$ cat config.mk
export PLATFORM = sky130hd
export DESIGN_NAME = prbs_selftest
export DESIGN_NICKNAME = d
export VERILOG_FILES = /design/src/rtl/prbs_pkg.sv /design/src/rtl/prbs_ctrl.sv /design/src/rtl/prbs_fb.sv /design/src/rtl/prbs_gen.sv /design/src/rtl/prbs_chk.sv /design/src/rtl/prbs_status.sv /design/src/rtl/prbs_selftest.sv
export SDC_FILE = /design/constraint.sdc
export NUM_CORES = 1
export LEC_CHECK = 0
export BUFFER_PORTS_ARGS = -buffer_cell sky130_fd_sc_hd__buf_2
export CAP_MARGIN = 0
export CORE_MARGIN = 2
export CORE_UTILIZATION = 32
export CTS_CLUSTER_SIZE = 40
export DETAILED_ROUTE_END_ITERATION = 8
export GPL_TIMING_DRIVEN = 1
export MAX_ROUTING_LAYER = met4
export PLACE_DENSITY = 0.58
export SLEW_MARGIN = 20
export SYNTH_ARGS = -nofsm -noshare
export SYNTH_HDL_FRONTEND = slang
export SYNTH_SLANG_ARGS = --single-unit
$ cat constraint.sdc
create_clock -name clk_i -period 3.5 [get_ports clk_i]
set_input_delay 1.05 -clock clk_i [delete_from_list [all_inputs] [get_ports clk_i]]
set_output_delay 1.05 -clock clk_i [all_outputs]
set_load 0.02 [all_outputs]
$ cat src/rtl/prbs_pkg.sv
package prbs_pkg;
  typedef enum logic {SEQ_SHORT = 1'b0, SEQ_LONG = 1'b1} seq_sel_e;

  typedef struct packed {
    logic vld;
    logic err;
  } cmp_t;
endpackage

$ cat src/rtl/prbs_ctrl.sv
module prbs_ctrl
  import prbs_pkg::*;
(
  input  logic     clk_i,
  input  logic     rst_ni,
  input  logic     start_wr_i,
  input  logic     start_val_i,
  input  logic     seq_sel_i,
  output logic     run_o,
  output seq_sel_e sel_o,
  output logic     seed_o,
  output logic     clr_o
);
  always_ff @(posedge clk_i or negedge rst_ni) begin
    if (!rst_ni) begin
      run_o <= 1'b0;
      sel_o <= SEQ_SHORT;
    end else if (start_wr_i) begin
      run_o <= start_val_i;
      if (start_val_i) sel_o <= seq_sel_e'(seq_sel_i);
    end
  end

  assign seed_o = start_wr_i & start_val_i;
  assign clr_o  = start_wr_i;
endmodule

$ cat src/rtl/prbs_fb.sv
module prbs_fb
  import prbs_pkg::*;
#(
  parameter int LEN_S = 9,
  parameter int TAP_S = 5,
  parameter int LEN_L = 15,
  parameter int TAP_L = 14,
  localparam int W = (LEN_L > LEN_S) ? LEN_L : LEN_S
) (
  input  logic [W-1:0] st_i,
  input  seq_sel_e     sel_i,
  output logic         fb_o
);
  localparam logic [W-1:0] MASK_S = (W'(1) << (LEN_S - 1)) | (W'(1) << (TAP_S - 1));
  localparam logic [W-1:0] MASK_L = (W'(1) << (LEN_L - 1)) | (W'(1) << (TAP_L - 1));

  assign fb_o = (sel_i == SEQ_LONG) ? ^(st_i & MASK_L) : ^(st_i & MASK_S);
endmodule

$ cat src/rtl/prbs_gen.sv
module prbs_gen
  import prbs_pkg::*;
#(
  parameter int LEN_S = 9,
  parameter int TAP_S = 5,
  parameter int LEN_L = 15,
  parameter int TAP_L = 14,
  localparam int W = (LEN_L > LEN_S) ? LEN_L : LEN_S
) (
  input  logic     clk_i,
  input  logic     rst_ni,
  input  logic     seed_i,
  input  logic     run_i,
  input  seq_sel_e sel_i,
  output logic     bit_o,
  output logic     vld_o
);
  logic [W-1:0] st_q;
  logic         fb;

  prbs_fb #(.LEN_S(LEN_S), .TAP_S(TAP_S), .LEN_L(LEN_L), .TAP_L(TAP_L)) u_fb (
    .st_i (st_q),
    .sel_i(sel_i),
    .fb_o (fb)
  );

  always_ff @(posedge clk_i or negedge rst_ni) begin
    if (!rst_ni)     st_q <= '1;
    else if (seed_i) st_q <= '1;
    else if (run_i)  st_q <= {st_q[W-2:0], fb};
  end

  assign bit_o = fb;
  assign vld_o = run_i;
endmodule

$ cat src/rtl/prbs_chk.sv
module prbs_chk
  import prbs_pkg::*;
#(
  parameter int LEN_S = 9,
  parameter int TAP_S = 5,
  parameter int LEN_L = 15,
  parameter int TAP_L = 14,
  localparam int W  = (LEN_L > LEN_S) ? LEN_L : LEN_S,
  localparam int CW = $clog2(W + 1)
) (
  input  logic     clk_i,
  input  logic     rst_ni,
  input  logic     clr_i,
  input  logic     run_i,
  input  seq_sel_e sel_i,
  input  logic     rx_bit_i,
  input  logic     rx_vld_i,
  output cmp_t     cmp_o
);
  logic [W-1:0]  sh_q;
  logic [CW-1:0] sync_q;
  logic [CW-1:0] len_cur;
  logic          fb, take, locked;

  prbs_fb #(.LEN_S(LEN_S), .TAP_S(TAP_S), .LEN_L(LEN_L), .TAP_L(TAP_L)) u_fb (
    .st_i (sh_q),
    .sel_i(sel_i),
    .fb_o (fb)
  );

  assign len_cur = (sel_i == SEQ_LONG) ? CW'(LEN_L) : CW'(LEN_S);
  assign locked  = (sync_q == len_cur);
  assign take    = run_i & rx_vld_i;

  // lock-in loads received bits; once locked, predicted bits are fed back
  always_ff @(posedge clk_i or negedge rst_ni) begin
    if (!rst_ni) begin
      sh_q   <= '0;
      sync_q <= '0;
    end else if (clr_i) begin
      sh_q   <= '0;
      sync_q <= '0;
    end else if (take) begin
      if (!locked) begin
        sh_q   <= {sh_q[W-2:0], rx_bit_i};
        sync_q <= sync_q + 1'b1;
      end else begin
        sh_q   <= {sh_q[W-2:0], fb};
      end
    end
  end

  assign cmp_o.vld = take & locked;
  assign cmp_o.err = take & locked & (rx_bit_i ^ fb);
endmodule

$ cat src/rtl/prbs_status.sv
module prbs_status
  import prbs_pkg::*;
#(
  parameter int CNT_W    = 8,
  parameter int PASS_RUN = 64,
  localparam int RW = $clog2(PASS_RUN + 1)
) (
  input  logic             clk_i,
  input  logic             rst_ni,
  input  logic             clr_i,
  input  cmp_t             cmp_i,
  output logic             pass_o,
  output logic [CNT_W-1:0] cnt_o
);
  logic          latched_q;
  logic [RW-1:0] run_q;

  always_ff @(posedge clk_i or negedge rst_ni) begin
    if (!rst_ni) begin
      pass_o    <= 1'b0;
      cnt_o     <= '0;
      latched_q <= 1'b0;
      run_q     <= '0;
    end else if (clr_i) begin
      pass_o    <= 1'b0;
      cnt_o     <= '0;
      latched_q <= 1'b0;
      run_q     <= '0;
    end else if (cmp_i.vld) begin
      if (cmp_i.err) begin
        pass_o    <= 1'b0;
        latched_q <= 1'b1;
        run_q     <= '0;
        if (cnt_o != '1) cnt_o <= cnt_o + 1'b1;
      end else begin
        if (run_q != RW'(PASS_RUN)) run_q <= run_q + 1'b1;
        if (run_q == RW'(PASS_RUN - 1) && !latched_q) pass_o <= 1'b1;
      end
    end
  end
endmodule

$ cat src/rtl/prbs_selftest.sv
module prbs_selftest
  import prbs_pkg::*;
#(
  parameter int LEN_S    = 9,
  parameter int TAP_S    = 5,
  parameter int LEN_L    = 15,
  parameter int TAP_L    = 14,
  parameter int CNT_W    = 8,
  parameter int PASS_RUN = 64
) (
  input  logic             clk_i,
  input  logic             rst_ni,
  input  logic             start_wr_i,
  input  logic             start_val_i,
  input  logic             seq_sel_i,
  output logic             tx_bit_o,
  output logic             tx_vld_o,
  input  logic             rx_bit_i,
  input  logic             rx_vld_i,
  output logic             pass_o,
  output logic [CNT_W-1:0] err_cnt_o
);
  logic     run, seed, clr;
  seq_sel_e sel;
  cmp_t     cmp;

  prbs_ctrl u_ctrl (
    .clk_i      (clk_i),
    .rst_ni     (rst_ni),
    .start_wr_i (start_wr_i),
    .start_val_i(start_val_i),
    .seq_sel_i  (seq_sel_i),
    .run_o      (run),
    .sel_o      (sel),
    .seed_o     (seed),
    .clr_o      (clr)
  );

  prbs_gen #(.LEN_S(LEN_S), .TAP_S(TAP_S), .LEN_L(LEN_L), .TAP_L(TAP_L)) u_gen (
    .clk_i (clk_i),
    .rst_ni(rst_ni),
    .seed_i(seed),
    .run_i (run),
    .sel_i (sel),
    .bit_o (tx_bit_o),
    .vld_o (tx_vld_o)
  );

  prbs_chk #(.LEN_S(LEN_S), .TAP_S(TAP_S), .LEN_L(LEN_L), .TAP_L(TAP_L)) u_chk (
    .clk_i   (clk_i),
    .rst_ni  (rst_ni),
    .clr_i   (clr),
    .run_i   (run),
    .sel_i   (sel),
    .rx_bit_i(rx_bit_i),
    .rx_vld_i(rx_vld_i),
    .cmp_o   (cmp)
  );

  prbs_status #(.CNT_W(CNT_W), .PASS_RUN(PASS_RUN)) u_status (
    .clk_i (clk_i),
    .rst_ni(rst_ni),
    .clr_i (clr),
    .cmp_i (cmp),
    .pass_o(pass_o),
    .cnt_o (err_cnt_o)
  );
endmodule

==> flow_summary.json <==
{
  "place_congestion": 0.835,
  "diodes": 0,
  "ys_seq_elements": 53,
  "use_met1_pct": 16.7,
  "holdPathStages": 2,
  "max_cap_violations": 0,
  "cts_tree": "done",
  "syn_inst": 253,
  "critical_path_class": "reg2reg",
  "dp_hpwl_mm": 3.04,
  "antenna_found_initial": 0,
  "htreeDepth": 2,
  "die_area_um2": 8620,
  "leakage_nw": 1.20,
  "die_w_um": 92.9,
  "syn2layout_area_growth_pct": 10.9,
  "grt_max_degree": 32,
  "met2_usage_pct": 17.4,
  "grt_pass1_wl_mm": 8.14,
  "outcome": "complete, no violations",
  "dp_slack_ns": 0.715,
  "drt-wirelength-per-cell_um": 12.3,
  "met3_usage_pct": 2.93,
  "maxSlewViolCount": 0,
  "clock-sinks": 53,
  "worstMarginPinSlew_ns": 0.627,
  "period_needed_ns": 2.46,
  "via_per_inst": 4.73,
  "drc_errors": 0,
  "synth.net_count": 264,
  "clkTransAtPathRegs_ns": 0.09,
  "rows": 32,
  "maxSlewHeadroom_pct": 58.2,
  "clockBufferDepth": 2,
  "yosysWarnings": 0,
  "routed_wl_mm": 4.57,
  "syn_area_per_cell_um2": 9.98,
  "worstHoldStart": "u_status.latched_q",
  "port_buffers": 17,
  "root_buffer": "clkbuf_8",
  "fin_ws_ns": 1.04,
  "cts_hold_buf": 0,
  "yosysSeqAreaShare_pct": 53.2,
  "cp-start-kind": "register",
  "final_antenna_net_count": 0,
  "rsz0062_at_grt": "false",
  "start_util_pct": 32.9,
  "post_cts_buffers": 0,
  "r2r-end": "u_status.cnt_o[3]",
  "final.fill_count": 789,
  "gr-usage-all-layers_pct": 12.0,
  "synth_flop_cell": "dfrtp_1",
  "drtPass1Iterations": 4,
  "r2r-start": "u_ctrl.sel_o",
  "cp-startpoint": "u_ctrl.sel_o",
  "hold_end": "u_status.latched_q",
  "grt_pass1_vias": 1688,
  "hold_viol": 0,
  "drt_iter0_markers": 65,
  "globalRouteOverflowTotal": 0,
  "synth_cell_type_count": 39,
  "numCtsBuffers": 5,
  "drive_gt1_share_pct": 18.9,
  "finalNetCount": 280,
  "reg2reg_setup_slack_ns": 1.04,
  "finalSetupViolations": 0,
  "async_reset_ff_share_pct": 100,
  "peakVddDrop_mv": 0.199,
  "post_cts_resized": 0,
  "grt_busiest_layer": "met2",
  "required_ns": 3.74,
  "vias": 1760,
  "fmax_ghz": 0.406,
  "finalCritPeriodShare_pct": 70.4,
  "setup_tns_ns": 0,
  "coreArea_um2": 7690,
  "top_level_ports": 18,
  "hold_path.class": "reg2reg",
  "crit_path_end_kind": "register",
  "fin_skew_ns": 0.00907,
  "p_per_area_nw_per_um2": 389,
  "synth_edf_count": 0,
  "syn-cell-area_um2": 2530,
  "path_max_fanout": 14,
  "clock_latency_ns": 0.31,
  "die_h_um": 92.9,
  "reg2reg_depth": 5,
  "arrival_ns": 2.70
}
==> cell usage after synthesis, types with 2 or more instances <==
cell type  instances  area, µm²
mux2_2             2       22.5
nand3b_1           2       15.0
nand4_1            2       12.5
a21oi_1           26        130
buf_1              2       7.51
inv_1              5       18.8
mux2i_1           18        180
nor2_1            15       56.3
nor3_1             2       10.0
or3_1              3       18.8
dfrtp_1           38        951
dfstp_2           15        394
or2b_1             2       15.0
or4_1              2       15.0
xor2_1             6       52.6
nand3_1            8       40.0
ha_1               4       50.1
clkbuf_1           8       30.0
o21ai_0            6       30.0
xnor2_1            7       61.3
o31ai_1            4       30.0
and3_1             6       37.5
nand2_1           54        203
==> how the worst max path moves through the flow <==
stage               slack [ns]                end
global route              0.86  u_status.cnt_o[5]
floorplan                 1.03  u_status.cnt_o[3]
CTS                       1.02           tx_bit_o
detailed placement        0.72  u_status.cnt_o[3]
global placement          0.75  u_status.cnt_o[5]
finish                    1.04  u_status.cnt_o[3]
==> routing by layer <==
metal | vias to the layer above | wire length [µm]
li1 | 894 | -
met1 | 842 | 2400
met2 | 21 | 1970
met3 | 3 | 166
met4 | 0 | 36
met5 | - | 0
==> layout make-up <==
class                   count  area, µm²  share of cell area (%)
clock inverters             2       15.0                   0.536
flip-flops and latches     53       1350                    48.0
multi-input cells         182       1100                    39.3
repair buffers             22        123                    4.38
well taps                 102        128                    4.55
clock buffers               6       72.6                    2.59
inverters                   5       18.8                   0.670
==> cell families (layout without fill, tap and decap cells) <==
family,count (synthesis),count (layout),share of synthesized area [%]
DFF,53,53,53.2
AOI/OAI and AO/OA,39,39,8.96
adders and majority gates,4,4,1.98
and+or+nand+nor,106,106,20.1
xor gates and xnor gates,13,13,4.51
muxes,20,20,8.02
buffers and inverters,18,35,3.17
==> metrics by stage <==
step	power, mW	util, %	hold slack (ns)	instance area [µm²]	instances
global route	1.14	36.5	0.543	2800	372
detailed placement	0.753	35.3	0.489	2720	364
finish	1.09	36.5	0.505	2800	372
global placement	0.752	35.3	0.493	2720	364
floorplan	0.721	-	0.467	2530	253
CTS	1.11	36.5	0.511	2800	372
==> report_power, final <==
| part | internal (mW) | switching (mW) | leakage (nW) | total, mW |
|---|---|---|---|---|
| clock network | 0.143 | 0.207 | 0.0457 | 0.350 |
| logic | 0.0339 | 0.0568 | 0.468 | 0.0907 |
| registers | 0.635 | 0.0136 | 0.684 | 0.649 |
| total | 0.812 | 0.277 | 1.20 | 1.09 |
==> cell usage in the layout, fill, tap and decap left out <==
| cell type | synthesis | routed |
|---|---|---|
| or4_1 | 2 | 2 |
| nor2_1 | 15 | 15 |
| o21ai_0 | 6 | 6 |
| or3_1 | 3 | 3 |
| or3_4 | 1 | 1 |
| clkbuf_8 | 0 | 5 |
| o31ai_1 | 4 | 4 |
| dfstp_2 | 15 | 15 |
| inv_4 | 0 | 1 |
| nor3b_1 | 1 | 1 |
| nand3_2 | 1 | 1 |
| nand3_1 | 8 | 8 |
| nand4_1 | 2 | 2 |
| and4_1 | 1 | 1 |
| nand2_1 | 54 | 54 |
| buf_2 | 1 | 17 |
| and2b_1 | 1 | 1 |
| ha_1 | 4 | 4 |
| nor3_1 | 2 | 2 |
| inv_1 | 5 | 5 |
| clkinv_4 | 0 | 1 |
| a211oi_1 | 1 | 1 |
| nand3b_1 | 2 | 2 |
| xnor2_1 | 7 | 7 |
| and3_1 | 6 | 6 |
| mux2i_1 | 18 | 18 |
| nor4b_1 | 1 | 1 |
| and4b_1 | 1 | 1 |
| o2111ai_1 | 1 | 1 |
| clkbuf_1 | 8 | 1 |
| and3_2 | 1 | 1 |
| buf_4 | 1 | 5 |
| a21oi_1 | 26 | 26 |
| xor2_1 | 6 | 6 |
| or2b_1 | 2 | 2 |
| or3_2 | 1 | 1 |
| mux2_2 | 2 | 2 |
| a211oi_4 | 1 | 1 |
| and2_1 | 1 | 1 |
| dfrtp_1 | 38 | 38 |
==> sequential cells by signal, summed over array words and instances, names as in the netlist <==
register	flops
u_chk.sh_q	15
u_gen.st_q	15
u_status.cnt_o	8
u_status.run_q	7
u_chk.sync_q	4
u_ctrl.run_o	1
u_ctrl.sel_o	1
u_status.latched_q	1
u_status.pass_o	1
==> worst max-delay path: stages (launching register included) <==
cell and delay, ns:
dfrtp_1 0.50, or3_4 0.45, a211oi_4 0.44, nand3_2 0.28, or4_1 0.56, a21oi_1 0.15
Note: power is estimated with default switching activity, not from simulation.
